<file path="config.mk">
export PLATFORM = sky130hd
export DESIGN_NAME = strobe_pio
export DESIGN_NICKNAME = d
export VERILOG_FILES = /design/src/rtl/strobe_pio_pkg.sv /design/src/rtl/spio_strobe_sync.sv /design/src/rtl/spio_flag_ctrl.sv /design/src/rtl/spio_pad_drive.sv /design/src/rtl/strobe_pio.sv
export SDC_FILE = /design/constraint.sdc
export NUM_CORES = 1
export LEC_CHECK = 0
export BUFFER_PORTS_ARGS = -buffer_cell sky130_fd_sc_hd__buf_2
export CAP_MARGIN = 20
export CORE_ASPECT_RATIO = 0.8
export CORE_MARGIN = 2
export CORE_UTILIZATION = 45
export CTS_CLUSTER_DIAMETER = 120
export DETAILED_ROUTE_END_ITERATION = 16
export GPL_TIMING_DRIVEN = 1
export PLACE_DENSITY = 0.84
export SLEW_MARGIN = 20
export SYNTH_ARGS = -nofsm -noshare
export SYNTH_HDL_FRONTEND = slang
export SYNTH_SLANG_ARGS = --single-unit
</file>
<file path="constraint.sdc">
create_clock -name clk -period 1.4 [get_ports clk]
set_input_delay 0.21 -clock clk [delete_from_list [all_inputs] [get_ports clk]]
set_output_delay 0.21 -clock clk [all_outputs]
set_load 0.05 [all_outputs]
</file>
<file path="src/rtl/strobe_pio_pkg.sv">
package strobe_pio_pkg;
  localparam int unsigned ADDR_W = 3;
  localparam int unsigned PORT_W = 8;

  localparam logic [ADDR_W-1:0] ADR_CTRL  = ADDR_W'(0);
  localparam logic [ADDR_W-1:0] ADR_DIR   = ADDR_W'(1);
  localparam logic [ADDR_W-1:0] ADR_PORT  = ADDR_W'(2);
  localparam logic [ADDR_W-1:0] ADR_LATCH = ADDR_W'(3);
  localparam logic [ADDR_W-1:0] ADR_OUT   = ADDR_W'(4);

  localparam int unsigned CB_FLAG = 0;
  localparam int unsigned CB_IE   = 1;
  localparam int unsigned CB_HS   = 2;
  localparam int unsigned CB_WOR  = 3;
  localparam int unsigned CB_EDGE = 4;
  localparam int unsigned CTRL_W  = 5;

  typedef struct packed {
    logic edge_rise;
    logic wired_or;
    logic hs_mode;
    logic irq_en;
  } ctrl_cfg_t;

  localparam ctrl_cfg_t CFG_RESET = '{edge_rise: 1'b1, wired_or: 1'b0, hs_mode: 1'b0, irq_en: 1'b0};
endpackage

</file>
<file path="src/rtl/spio_strobe_sync.sv">
module spio_strobe_sync #(
  parameter int unsigned STAGES = 2
) (
  input  logic clk,
  input  logic rst_n,
  input  logic strobe_i,
  input  logic rise_sel_i,
  output logic pulse_o
);
  logic [STAGES:0] sh_q, sh_d;
  logic            newer, older;

  always_comb begin
    sh_d = {sh_q[STAGES-1:0], strobe_i};
  end

  always_ff @(posedge clk or negedge rst_n) begin
    if (!rst_n) sh_q <= '0;
    else        sh_q <= sh_d;
  end

  assign newer   = sh_q[STAGES-1];
  assign older   = sh_q[STAGES];
  assign pulse_o = rise_sel_i ? (newer & ~older) : (~newer & older);

  // a detected edge lasts one cycle unless the polarity was just changed
  assert_single_pulse_R4: assert property (@(posedge clk) disable iff (!rst_n)
    pulse_o |=> (!pulse_o || (rise_sel_i != $past(rise_sel_i))));
endmodule

</file>
<file path="src/rtl/spio_flag_ctrl.sv">
module spio_flag_ctrl (
  input  logic clk,
  input  logic rst_n,
  input  logic edge_pulse_i,
  input  logic status_rd_i,
  input  logic data_rd_i,
  output logic flag_o
);
  logic flag_q, flag_d;
  logic arm_q, arm_d;

  always_comb begin
    flag_d = flag_q;
    arm_d  = arm_q;
    if (status_rd_i && flag_q) arm_d = 1'b1;
    else if (data_rd_i)        arm_d = 1'b0;
    if (edge_pulse_i)                flag_d = 1'b1;
    else if (data_rd_i && arm_q)     flag_d = 1'b0;
  end

  always_ff @(posedge clk or negedge rst_n) begin
    if (!rst_n) begin
      flag_q <= 1'b0;
      arm_q  <= 1'b0;
    end else begin
      flag_q <= flag_d;
      arm_q  <= arm_d;
    end
  end

  assign flag_o = flag_q;

  // an edge always leaves the flag set on the next cycle
  assert_set_on_edge_R7: assert property (@(posedge clk) disable iff (!rst_n)
    edge_pulse_i |=> flag_q);
  // the flag only falls after a data read
  assert_clear_by_read_R6: assert property (@(posedge clk) disable iff (!rst_n)
    $fell(flag_q) |-> $past(data_rd_i));
  // the flag only rises after a strobe edge
  assert_flag_source_R12: assert property (@(posedge clk) disable iff (!rst_n)
    $rose(flag_q) |-> $past(edge_pulse_i));
endmodule

</file>
<file path="src/rtl/spio_pad_drive.sv">
module spio_pad_drive #(
  parameter int unsigned WIDTH = 8
) (
  input  logic             wired_or_i,
  input  logic [WIDTH-1:0] dir_i,
  input  logic [WIDTH-1:0] data_i,
  output logic [WIDTH-1:0] pad_out_o,
  output logic [WIDTH-1:0] pad_oe_o
);
  for (genvar b = 0; b < WIDTH; b++) begin : g_bit
    always_comb begin
      if (wired_or_i) begin
        pad_out_o[b] = 1'b0;
        pad_oe_o[b]  = dir_i[b] & ~data_i[b];
      end else begin
        pad_out_o[b] = data_i[b];
        pad_oe_o[b]  = dir_i[b];
      end
    end
  end
endmodule

</file>
<file path="src/rtl/strobe_pio.sv">
module strobe_pio
  import strobe_pio_pkg::*;
#(
  parameter int unsigned WIDTH       = PORT_W,
  parameter int unsigned SYNC_STAGES = 2
) (
  input  logic              clk,
  input  logic              rst_n,
  input  logic              bus_sel,
  input  logic              bus_wr,
  input  logic [ADDR_W-1:0] bus_addr,
  input  logic [WIDTH-1:0]  bus_wdata,
  output logic [WIDTH-1:0]  bus_rdata,
  input  logic              strobe_in,
  input  logic [WIDTH-1:0]  bport_in,
  output logic [WIDTH-1:0]  bport_out,
  output logic [WIDTH-1:0]  bport_oe,
  output logic [WIDTH-1:0]  oport_out,
  output logic              irq_o
);
  localparam int unsigned PAD_HI = WIDTH - CTRL_W;

  ctrl_cfg_t        cfg_q, cfg_d;
  logic [WIDTH-1:0] dir_q, dir_d;
  logic [WIDTH-1:0] olat_q, olat_d;
  logic [WIDTH-1:0] ilat_q, ilat_d;
  logic [WIDTH-1:0] oport_q, oport_d;

  logic wr_en, rd_en, edge_pulse, cap_en, flag;
  logic status_rd, data_rd;

  assign wr_en     = bus_sel & bus_wr;
  assign rd_en     = bus_sel & ~bus_wr;
  assign status_rd = rd_en & (bus_addr == ADR_CTRL);
  assign data_rd   = rd_en & (bus_addr == ADR_LATCH);

  spio_strobe_sync #(.STAGES(SYNC_STAGES)) i_sync (
    .clk        (clk),
    .rst_n      (rst_n),
    .strobe_i   (strobe_in),
    .rise_sel_i (cfg_q.edge_rise),
    .pulse_o    (edge_pulse)
  );

  spio_flag_ctrl i_flag (
    .clk          (clk),
    .rst_n        (rst_n),
    .edge_pulse_i (edge_pulse),
    .status_rd_i  (status_rd),
    .data_rd_i    (data_rd),
    .flag_o       (flag)
  );

  spio_pad_drive #(.WIDTH(WIDTH)) i_pad (
    .wired_or_i (cfg_q.wired_or),
    .dir_i      (dir_q),
    .data_i     (olat_q),
    .pad_out_o  (bport_out),
    .pad_oe_o   (bport_oe)
  );

  assign cap_en = edge_pulse & ~cfg_q.hs_mode;

  always_comb begin
    cfg_d   = cfg_q;
    dir_d   = dir_q;
    olat_d  = olat_q;
    oport_d = oport_q;
    ilat_d  = cap_en ? bport_in : ilat_q;
    if (wr_en) begin
      unique case (bus_addr)
        ADR_CTRL: begin
          cfg_d.irq_en    = bus_wdata[CB_IE];
          cfg_d.hs_mode   = bus_wdata[CB_HS];
          cfg_d.wired_or  = bus_wdata[CB_WOR];
          cfg_d.edge_rise = bus_wdata[CB_EDGE];
        end
        ADR_DIR:  dir_d   = bus_wdata;
        ADR_PORT: olat_d  = bus_wdata;
        ADR_OUT:  oport_d = bus_wdata;
        default:  ;
      endcase
    end
  end

  always_ff @(posedge clk or negedge rst_n) begin
    if (!rst_n) begin
      cfg_q   <= CFG_RESET;
      dir_q   <= '0;
      olat_q  <= '0;
      ilat_q  <= '0;
      oport_q <= '0;
    end else begin
      cfg_q   <= cfg_d;
      dir_q   <= dir_d;
      olat_q  <= olat_d;
      ilat_q  <= ilat_d;
      oport_q <= oport_d;
    end
  end

  always_comb begin
    bus_rdata = '0;
    unique case (bus_addr)
      ADR_CTRL: begin
        bus_rdata[CB_FLAG] = flag;
        bus_rdata[CB_IE]   = cfg_q.irq_en;
        bus_rdata[CB_HS]   = cfg_q.hs_mode;
        bus_rdata[CB_WOR]  = cfg_q.wired_or;
        bus_rdata[CB_EDGE] = cfg_q.edge_rise;
        bus_rdata[WIDTH-1:CTRL_W] = PAD_HI'(0);
      end
      ADR_DIR:   bus_rdata = dir_q;
      ADR_PORT:  bus_rdata = (dir_q & olat_q) | (~dir_q & bport_in);
      ADR_LATCH: bus_rdata = ilat_q;
      ADR_OUT:   bus_rdata = oport_q;
      default:   bus_rdata = '0;
    endcase
  end

  assign oport_out = oport_q;
  assign irq_o     = flag & cfg_q.irq_en;

  // no interrupt without the enable bit
  assert_irq_needs_enable_R5: assert property (@(posedge clk) disable iff (!rst_n)
    irq_o |-> cfg_q.irq_en);
  // wired-OR never drives a pin high
  assert_wor_never_high_R9: assert property (@(posedge clk) disable iff (!rst_n)
    cfg_q.wired_or |-> (bport_out == '0));
  // input pins are never enabled
  assert_input_released_R2: assert property (@(posedge clk) disable iff (!rst_n)
    (bport_oe & ~dir_q) == '0);
  // the latched-input register moves only on a capturing edge
  assert_latch_on_capture_R11: assert property (@(posedge clk) disable iff (!rst_n)
    !$stable(ilat_q) |-> $past(cap_en));
endmodule

</file>
# ---- Word-level counts from Yosys, hierarchy flattened
# Index checks and enable logic that the tools add are counted.
dict set report word_totals {
  register_bits 41
  latchBits 0
  ram_bits 0
  romBits 0
  wordCells 78
  memories 0
}
dict set report classes {
  add_sub_neg 0
  multipliers 0
  div 0
  n_lt_le_gt_ge 0
  n_eq_ne 4
  n_shift 0
  muxes 22
  n_bitwise 32
  reduce_logical 9
}
# cell n
set ops {}
lappend ops {{case mux 8 bit (5 select lines)} 1}
lappend ops {{2-to-1 mux 1 bit} 21}
lappend ops {{AND 1 bit} 16}
lappend ops {{AND 8 bit} 2}
lappend ops {{inverter 1 bit} 12}
lappend ops {{inverter 8 bit} 1}
lappend ops {{bitwise OR 8 bit} 1}
lappend ops {{AND reduction 2 bit} 4}
lappend ops {{equality test 3 x 2 -> 1 bit (second input constant)} 2}
lappend ops {{nonzero test 2 bit} 2}
lappend ops {{equality test 3 x 1 -> 1 bit (second input constant)} 1}
lappend ops {{equality test 3 bit (second input constant)} 1}
lappend ops {{logical NOT 3 bit} 1}
lappend ops {{logical AND 1 bit} 2}

# ---- Longest topological paths before layout
# Gate-level depths: netlist (run 1).
dict set report depth {
  word_depth 6
  mapped_depth 5
  mapped_depth_nobuf 3
}

# ---- By module
# A second synthesis (run 1) with hierarchy kept.
dict set report unflattened {
  hier_cells 180
  area_unflattened_um2 2213.4
}
# mod n_inst cells_per_inst area_each_um2 seq_area_each_um2
set by_module_without_submodules {}
lappend by_module_without_submodules {strobe_pio 1 150 1880.6 902.1}
lappend by_module_without_submodules {spio_pad_drive 1 17 161.4 0.0}
lappend by_module_without_submodules {spio_strobe_sync 1 6 97.6 75.1}
lappend by_module_without_submodules {spio_flag_ctrl 1 7 73.8 50.0}

# ---- Worst setup path before layout (run 1)
# Ideal clock, no wire load.
dict set report synth_timing {
  kind {flip-flop to output port}
  start {register cfg_q[2] in the netlist's numbering}
  end {output bport_oe[0]}
  arrival_time_ps 1779
  slack_ps -589
  path_stages_with_launch 3
  cell_sequence {dfrtp_1 -> clkbuf_1 -> a21boi_0}
}
dict set report synth_via {
  elab_chain_cells 1
}
# element line_no
set synth_rtl {}
lappend synth_rtl {{start, declared} strobe_pio.sv:23} ;# ctrl_cfg_t cfg_q, cfg_d;
lappend synth_rtl {{start signal, assigned} strobe_pio.sv:94} ;# cfg_q <= cfg_d;
lappend synth_rtl {{2-to-1 mux 1 bit} spio_pad_drive.sv:12} ;# if (wired_or_i) begin
lappend synth_rtl {{end, declared} strobe_pio.sv:17} ;# output logic [WIDTH-1:0] bport_oe,
# No other way between the ends.

# ---- Worst setup path in the final report (run 1)
dict set report layout_timing {
  start {register dir_q[2]}
  end {output bus_rdata[2]}
}
dict set report layout_via {
  elab_chain_cells 4
  word_cells_on_any_way 5
  cone_classes {1 x mux; 4 x bitwise}
}
# element line_no
set layout_rtl {}
lappend layout_rtl {{start, declared} strobe_pio.sv:24} ;# logic [WIDTH-1:0] dir_q, dir_d;
lappend layout_rtl {{start signal, assigned} strobe_pio.sv:95} ;# dir_q <= dir_d;
lappend layout_rtl {{inverter 8 bit} strobe_pio.sv:114} ;# ADR_PORT: bus_rdata = (dir_q & olat_q) | (~dir_q & bport_in);
lappend layout_rtl {{AND 8 bit} strobe_pio.sv:114}
lappend layout_rtl {{bitwise OR 8 bit} strobe_pio.sv:114}
lappend layout_rtl {{case mux 8 bit (5 select lines) *} strobe_pio.sv:104} ;# unique case (bus_addr)
lappend layout_rtl {{end, declared} strobe_pio.sv:13} ;# output logic [WIDTH-1:0] bus_rdata,
# Mark *: on every way between the ends. The rest lies on a longest branch, timed or not.

==> impl_metrics.json, run 1 <==
{
  "cts_tree": "yes",
  "die_y_um": 65.31,
  "clk_pin_slew_worst_paths_ns": 0.08,
  "status": "complete, but fails checks",
  "ys.flop_type": "dfrtp_1",
  "rows": 22,
  "drc_errors": 0,
  "die_x_um": 80.64,
  "n_fill_cell": 290,
  "rrSetupSlack_ns": -0.18,
  "drive_gt1_frac": 0.7086,
  "placed_cells": 319,
  "stdcell_area_um2": 3432,
  "crit_type": "register to output pin",
  "worstMarginPinSlew_ns": 0.4357,
  "drtPass1Iterations": 4,
  "critical-path-max-stage-delay_ns": 0.44,
  "pre_cts_ws_ns": -0.3590,
  "grt_pass1_vias": 2059,
  "via_count": 1854,
  "path_max_fanout": 2,
  "synth_edf_count": 0,
  "dp_hpwl_mm": 4.122,
  "violations": "negative setup slack",
  "worstPathArrival_ns": 1.84,
  "place_area_um2": 2870,
  "final_util": 0.7556,
  "multi_input_area_um2": 1328,
  "finalCritPeriodShare": 1.464,
  "nets": 301,
  "grt_pass1_wl_mm": 10.36,
  "synth_top_area_share": 0.4734,
  "slew-limit-headroom": 0.7095,
  "syn-instance-count": 172,
  "yosysUniqueCellTypes": 38,
  "fmax_mhz": 487.9,
  "p_leak_nw": 1.585,
  "clockRootBuffer": "clkbuf_8",
  "cp_slowest_cell": "mux4_2",
  "yosysSeqAreaShare": 0.4858,
  "synth_nets": 196,
  "ant_nets": 0,
  "yosysTopAreaCell": "dfrtp_1",
  "pin_count": 57,
  "grt_start_max_net_pins": 26,
  "numClockSinks": 41,
  "clock_path_buffers": 2,
  "start_kind": "register",
  "reg2reg_depth": 4,
  "grt_usage": 0.2689,
  "power_mw": 5.380,
  "cap_violations": 0,
  "die-area_um2": 5267,
  "pwr_density_cell_nw_per_um2": 1568,
  "gr-total-overflow": 0,
  "min_period_ns": 2.050,
  "synth-warning-count": 0,
  "start_util": 0.4656,
  "slew_violations": 0,
  "antenna_cells": 0,
  "hold_viol": 0,
  "route.final.wire_length_mm": 6.430,
  "fin_skew_ns": 0.009110,
  "routedWlPerCell_um": 19.02,
  "via_per_inst": 5.485,
  "ys_ff_latch": 41,
  "numCtsBuffers": 5,
  "crit_required_ns": 1.19,
  "cp_cell_sequence": "mux2_2 -> mux4_2 -> a22o_2 -> buf_6",
  "syn-cell-area_um2": 2115,
  "setup_viol": 32,
  "async_reset_ff_frac": 1.000,
  "area_growth_pct": 62.31,
  "drtIter0Drc": 85,
  "antenna_found_initial": 0,
  "cts_htree_levels": 2,
  "hp-class": "input pin to register",
  "io_buffers": 56,
  "cp-end-kind": "output pin",
  "clk_latency_ns": 0.30,
  "place.gp.congestion": 0.9015,
  "fin_cells": 338,
  "synthTopCellsByArea": "dfrtp_1 47%, mux2_2 22%, nor2b_1 3.3%, a21boi_0 2.8%, o211ai_1 2.1%",
  "syn_area_per_cell_um2": 12.29,
  "core-area_um2": 4542,
  "hold_depth": 1,
  "ir_drop_mv": 1.213,
  "final-seq-area_um2": 1030,
  "rsz0062_at_grt": "true",
  "layout_setup_ws_ns": -0.6497
}
-- registers in the layout, summed over array words and instances, names as in the netlist --
name           flops
cfg_q              4
dir_q              8
i_flag.arm_q       1
i_flag.flag_o      1
i_sync.sh_q        3
ilat_q             8
olat_q             8
oport_out          8
-- logic make-up (layout without fill, tap and decap cells) --
family / Yosys count / in the layout / share of synthesized area
compound gates: 32 / 32 / 0.1118
buf+inv: 9 / 115 / 0.01893
flops: 41 / 41 / 0.4858
mux: 43 / 43 / 0.2343
simple gates: 47 / 47 / 0.1491
-- cell usage after synthesis, types with 2 or more instances --
cell and instances:
o211ai_1 6, nand2_1 9, a21boi_0 8, and3_1 2
nor2_1 2, and3b_1 5, a22oi_1 2, mux2_2 42
nor2_2 2, a221oi_1 3, clkbuf_1 2, dfrtp_1 40
a21oi_1 5, buf_2 5, o21ai_0 2, nor3b_1 5
nor2b_1 11
-- routing by layer --
layer | GRT usage | wire length [um] | vias to the layer above
met5 | 0 | 0 | -
met2 | 0.4563 | 3232 | 62
li1 | - | - | 851
met4 | 0.09322 | 151 | 0
met1 | 0.3280 | 2685 | 926
met3 | 0.07830 | 361 | 15
-- worst max-delay path: cells and delay by family, from the launching register on --
kind / cells / cell delay, ns
multiplexers: 2 / 0.78
AO/OA/AOI/OAI: 1 / 0.23
buffers and inverters: 1 / 0.15
flip-flops: 1 / 0.37
-- metrics by stage --
| step | TNS (ns) | hold slack [ns] |
|---|---|---|
| 2_1_floorplan | -3.981 | -0.08559 |
| 3_3_place_gp | -6.264 | 0.1721 |
| 3_5_place_dp | -7.163 | 0.1730 |
| 4_1_cts | -4.636 | 0.01275 |
| 5_1_grt | -5.849 | 0.004376 |
| 6_report | -4.450 | 0.01447 |
-- path summary, 6_finish.rpt --
path / from / end
min in group asynchronous: rst_n / olat_q[1]$_DFFE_PN0P_
hold reg to reg: i_sync.sh_q[0]$_DFF_PN0_ / i_sync.sh_q[1]$_DFF_PN0_
setup / recovery: dir_q[2]$_DFFE_PN0P_ / bus_rdata[2]
max in group asynchronous: rst_n / cfg_q[3]$_DFFE_PN1P_
setup reg to reg: cfg_q[3]$_DFFE_PN1P_ / ilat_q[4]$_DFFE_PN0P_
hold / removal: strobe_in / i_sync.sh_q[0]$_DFF_PN0_
-- layout by cell type, fill, tap and decap left out, drive strengths merged --
master       Yosys  routed
a2111oi          1       1
a21boi           8       8
a21oi            6       6
a221oi           3       3
a22o             1       1
a22oi            2       2
a31oi            1       1
and2             1       1
and3             2       2
and3b            5       5
buf              5     103
bufinv           0       1
clkbuf           2       8
clkinv           1       1
dfrtp           40      40
dfstp            1       1
dlygate4sd3      0       1
inv              1       1
mux2            42      42
mux4             1       1
nand2            9       9
nand2b           1       1
nand3            1       1
nand3b           2       2
nand4            2       2
nor2             4       4
nor2b           11      11
nor3             2       2
nor3b            5       5
o211ai           6       6
o21ai            2       2
o22ai            1       1
o41ai            1       1
or3              1       1
or3b             1       1
-- power by group --
part | internal, mW | total (mW) | switching [mW]
registers | 1.48 | 1.73 | 0.243
clock network | 0.582 | 1.01 | 0.428
logic | 1.22 | 2.64 | 1.43
total | 3.28 | 5.38 | 2.10
-- layout make-up --
cell class	instances	share of cell area
flip-flops and latches	41	0.3000
clock buffers	7	0.02515
multi-input cells	122	0.3868
repair buffers	105	0.2552
clock inverters	1	0.008750
well taps	60	0.02187
inverters	2	0.002187
-- what timing repair did --
action | in CTS | in global routing
endpoints found under the setup margin | 32 | 36
gates resized for setup | 82 | 17
pin swaps | 12 | 9
hold buffers | 1 | 0
endpoints found under the hold margin | 16 | 0
setup buffers | 9 | 2
gates cloned | 1 | 0
(Power assumes the default switching activity.)
==> run 2: changes to the inputs <==
Settings changed: CTS_BUF_LIST set to sky130_fd_sc_hd__clkbuf_4, TNS_END_PERCENT set to 100.
==> impl_metrics.json, run 2 (synthesis results as in run 1) <==
{
  "finalCritPeriodShare": 1.518,
  "start_kind": "register",
  "min_period_ns": 2.125,
  "fin_skew_ns": 0.02349,
  "ant_nets": 0,
  "fmax_mhz": 470.5,
  "stdcell_area_um2": 3433,
  "die_x_um": 80.64,
  "critical-path-max-stage-delay_ns": 0.44,
  "crit_required_ns": 1.19,
  "start_util": 0.4656,
  "power_mw": 5.210,
  "drive_gt1_frac": 0.7113,
  "place.gp.congestion": 0.9015,
  "worst_hold_slack_ns": 0.06411,
  "clk_latency_ns": 0.37,
  "cts_tree": "yes",
  "drc_errors": 0,
  "via_count": 1910,
  "final_common_cell": "buf_4",
  "io_buffers": 56,
  "place_area_um2": 2870,
  "cp_slowest_cell": "mux4_2",
  "grt_usage": 0.2635,
  "routedWlPerCell_um": 18.90,
  "clock_path_buffers": 2,
  "pwr_density_cell_nw_per_um2": 1517,
  "pre_cts_ws_ns": -0.3590,
  "via_per_inst": 5.552,
  "area_growth_pct": 62.37,
  "worstMarginPinSlew_ns": 0.4357,
  "cp_cell_sequence": "mux2_2 -> mux4_2 -> a22o_2 -> buf_6",
  "crit_type": "register to output pin",
  "n_fill_cell": 280,
  "clk_pin_slew_worst_paths_ns": 0.14,
  "route.final.wire_length_mm": 6.501,
  "crit_family": "multiplexers",
  "cap_violations": 0,
  "die_y_um": 65.31,
  "drtPass1Iterations": 5,
  "ir_drop_mv": 0.7951,
  "grt_start_max_net_pins": 26,
  "layout_common_cells": "46 x buf_4, 38 x dfrtp_1, 32 x mux2_2, 31 x buf_2, 23 x buf_6",
  "slew_violations": 0,
  "grt_pass1_wl_mm": 10.36,
  "dp_hpwl_mm": 4.122,
  "cp-end-kind": "output pin",
  "die-area_um2": 5267,
  "numClockSinks": 41,
  "path_max_fanout": 2,
  "status": "complete, but fails checks",
  "antenna_found_initial": 0,
  "violations": "negative setup slack",
  "path_buf_inv": 1,
  "core-area_um2": 4542,
  "cts_htree_levels": 2,
  "p_leak_nw": 1.583,
  "hp-class": "input pin to register",
  "worstPathArrival_ns": 1.92,
  "drtIter0Drc": 207,
  "final_util": 0.7559,
  "rows": 22,
  "nets": 307,
  "gr-total-overflow": 0,
  "slew-limit-headroom": 0.7095,
  "numCtsBuffers": 5,
  "clockRootBuffer": "clkbuf_4",
  "antenna_cells": 0,
  "layout_setup_ws_ns": -0.7252,
  "rsz0062_at_grt": "true",
  "pin_count": 57,
  "setup_viol": 32,
  "hold_viol": 0,
  "grt_pass1_vias": 1989
}
[run 2: final cells by class]
cell class | instances | area [um^2] | area share
inverters | 2 | 7.507 | 0.002187
multi-input cells | 122 | 1313 | 0.3823
clock inverters | 2 | 33.78 | 0.009840
repair buffers | 111 | 929.6 | 0.2708
well taps | 60 | 75.07 | 0.02187
flip-flops and latches | 41 | 1030 | 0.2999
clock buffers | 6 | 45.04 | 0.01312
[run 2: report_power, final]
part,leakage [nW],switching [mW],internal (mW),total (mW)
clock network,0.0433,0.411,0.391,0.802
registers,0.488,0.230,1.48,1.71
logic,1.05,1.44,1.25,2.70
total,1.58,2.08,3.13,5.21
[run 2: through the flow]
stage	TNS, ns	cells
2_1_floorplan	-3.981	172
3_3_place_gp	-6.264	319
3_5_place_dp	-7.163	319
4_1_cts	-6.248	342
5_1_grt	-7.970	344
6_report	-6.575	344
[run 2: timing repair]
item / CTS / global route
pin swaps: 13 / 8
hold buffers: 2 / 0
gates cloned: 1 / 0
endpoints found under the hold margin: 17 / 0
gates resized for setup: 92 / 7
setup endpoints to repair: 33 / 33
buffers inserted: 14 / 5
[run 2: path summary, 6_finish.rpt]
kind	slack [ns]	start	endpoint	depth (start not counted)
min in group asynchronous	0.29	rst_n	olat_q[7]$_DFFE_PN0P_	2
max in group asynchronous	0.55	rst_n	cfg_q[3]$_DFFE_PN1P_	3
hold / removal	0.06	bport_in[7]	ilat_q[7]$_DFFE_PN0P_	2
setup reg to reg	-0.17	cfg_q[3]$_DFFE_PN1P_	ilat_q[4]$_DFFE_PN0P_	4
hold reg to reg	0.36	i_sync.sh_q[0]$_DFF_PN0_	i_sync.sh_q[1]$_DFF_PN0_	0
setup / recovery	-0.73	dir_q[2]$_DFFE_PN0P_	bus_rdata[2]	4
[run 2: worst reg2reg max path: stages, from the launching register on]
cell and delay, ns:
dfstp_2 0.40, or3b_4 0.41, a21oi_4 0.19, buf_12 0.16, mux2_4 0.30
[run 2: metal layers]
metal  track usage  share of wire  vias to the layer above
met2        0.4510           0.50                       75
li1              -              -                      865
met1        0.3491           0.43                      956
met3       0.05357          0.061                       14
met5             0              0                        -
met4       0.05297          0.011                        0
==> run 3: changes to the inputs <==
Settings changed: BUFFER_PORTS_ARGS -buffer_cell sky130_fd_sc_hd__buf_2 to -buffer_cell sky130_fd_sc_hd__clkbuf_2, CORE_UTILIZATION 45 to 54, PLACE_DENSITY 0.84 to 0.93.
Clock period 1.4 ns to 2.2 ns, I/O delays scaled along.
==> impl_metrics.json, run 3 (synthesis results as in run 1) <==
{
  "status": "complete, but fails checks",
  "violations": "negative setup slack",
  "drtPass1Iterations": 4,
  "slew-limit-headroom": 0.6605,
  "drc_errors": 0,
  "ir_drop_mv": 0.6934,
  "path_max_fanout": 2,
  "layout_common_cells": "54 x clkbuf_2, 42 x mux2_2, 40 x dfrtp_1, 11 x nor2b_1, 9 x nand2_1",
  "fmax_mhz": 452.5,
  "routedWlPerCell_um": 16.63,
  "start_util": 0.5596,
  "fin_cells": 292,
  "clockRootBuffer": "clkbuf_4",
  "place.gp.congestion": 0.8187,
  "pre_cts_ws_ns": 0.1458,
  "final_common_cell": "clkbuf_2",
  "finalSetupTns_ns": -0.01017,
  "crit_path_start": "dir_q[2]$_DFFE_PN0P_",
  "drtIter0Drc": 102,
  "crit_required_ns": 1.87,
  "cap_violations": 0,
  "worstPathArrival_ns": 1.88,
  "worstMarginPinSlew_ns": 0.5093,
  "dp_hpwl_mm": 3.496,
  "numClockSinks": 41,
  "grt_usage": 0.2439,
  "grt_pass1_vias": 1582,
  "clock_path_buffers": 2,
  "area_growth_pct": 20.89,
  "rsz0062_at_grt": "true",
  "power_mw": 2.563,
  "route.final.wire_length_mm": 4.855,
  "pin_count": 57,
  "finalCritPeriodShare": 1.005,
  "hold_buffers": 0,
  "p_leak_nw": 1.185,
  "rows": 20,
  "hp-class": "input pin to asynchronous set/reset pin",
  "numCtsBuffers": 5,
  "die-area_um2": 4435,
  "layout_setup_ws_ns": -0.01017,
  "cp-end-kind": "output pin",
  "antenna_cells": 0,
  "ant_nets": 0,
  "reg2reg_depth": 3,
  "io_buffers": 56,
  "rrSetupSlack_ns": 0.51,
  "r2r_start": "cfg_q[3]$_DFFE_PN1P_",
  "antenna_found_initial": 0,
  "pwr_density_cell_nw_per_um2": 1003,
  "clk_pin_slew_worst_paths_ns": 0.11,
  "core-area_um2": 3779,
  "cts_htree_levels": 2,
  "start_kind": "register",
  "grt_pass1_wl_mm": 7.755,
  "placed_cells": 283,
  "hold_viol": 0,
  "die_y_um": 59.97,
  "cts_tree": "yes",
  "grt_start_max_net_pins": 42,
  "via_per_inst": 5.675,
  "setup_viol": 1,
  "die_x_um": 73.96,
  "gr-total-overflow": 0,
  "fin_skew_ns": 0.006702,
  "nets": 260,
  "min_period_ns": 2.210,
  "clk_latency_ns": 0.35,
  "r2r-end": "ilat_q[1]$_DFFE_PN0P_",
  "worst_hold_slack_ns": 0.01611,
  "crit_type": "register to output pin",
  "drive_gt1_frac": 0.5232,
  "via_count": 1657,
  "slew_violations": 0
}
-- run 3: metrics by stage --
| stage | util | area, um^2 |
|---|---|---|
| 6_report | 0.6765 | 2556 |
| 3_5_place_dp | 0.6573 | 2484 |
| 3_3_place_gp | 0.6573 | 2484 |
| 4_1_cts | 0.6762 | 2555 |
| 2_1_floorplan | - | 2115 |
| 5_1_grt | 0.6765 | 2556 |
-- run 3: worst max-delay path by stage --
stage	end	slack [ns]	cells past startpoint
3_5_place_dp	bus_rdata[0]	0.15	5
5_1_grt	bus_rdata[2]	-0.09	4
2_1_floorplan	bus_rdata[0]	0.09	5
6_report	bus_rdata[2]	-0.01	4
4_1_cts	bus_rdata[2]	-0.02	4
3_3_place_gp	bus_rdata[2]	0.21	4
-- run 3: cell type report --
type,count,area [um^2]
sequential,41,1027
timing repair buffer,64,350.3
multi-input combinational,122,1047
clock buffer,6,45.04
inverter,2,7.507
clock inverter,2,10.01
tap,55,68.82
fill,299,1222
-- run 3: report_power, final --
group | switching (mW) | internal (mW) | leakage [nW]
Sequential | 0.146 | 0.941 | 0.490
Combinational | 0.730 | 0.376 | 0.659
Clock | 0.236 | 0.134 | 0.0354
Total | 1.11 | 1.45 | 1.18
-- run 3: critical path, stage by stage (launching register included) --
cell,delay (ns)
dfrtp_1,0.38
mux2_2,0.33
mux4_2,0.44
a22o_1,0.23
buf_8,0.16
-- run 3: per-layer routing --
| metal | global-route usage | part of all wire | vias to the layer above |
|---|---|---|---|
| met5 | 0 | 0 | - |
| met4 | 0.1273 | 0.021 | 0 |
| met3 | 0.06745 | 0.060 | 13 |
| met2 | 0.3559 | 0.46 | 57 |
| met1 | 0.3337 | 0.46 | 814 |
| li1 | - | - | 773 |
-- run 3: what timing repair did --
action,in CTS,in global routing
setup buffers,1,0
setup endpoints to repair,1,2
resized for setup,2,2
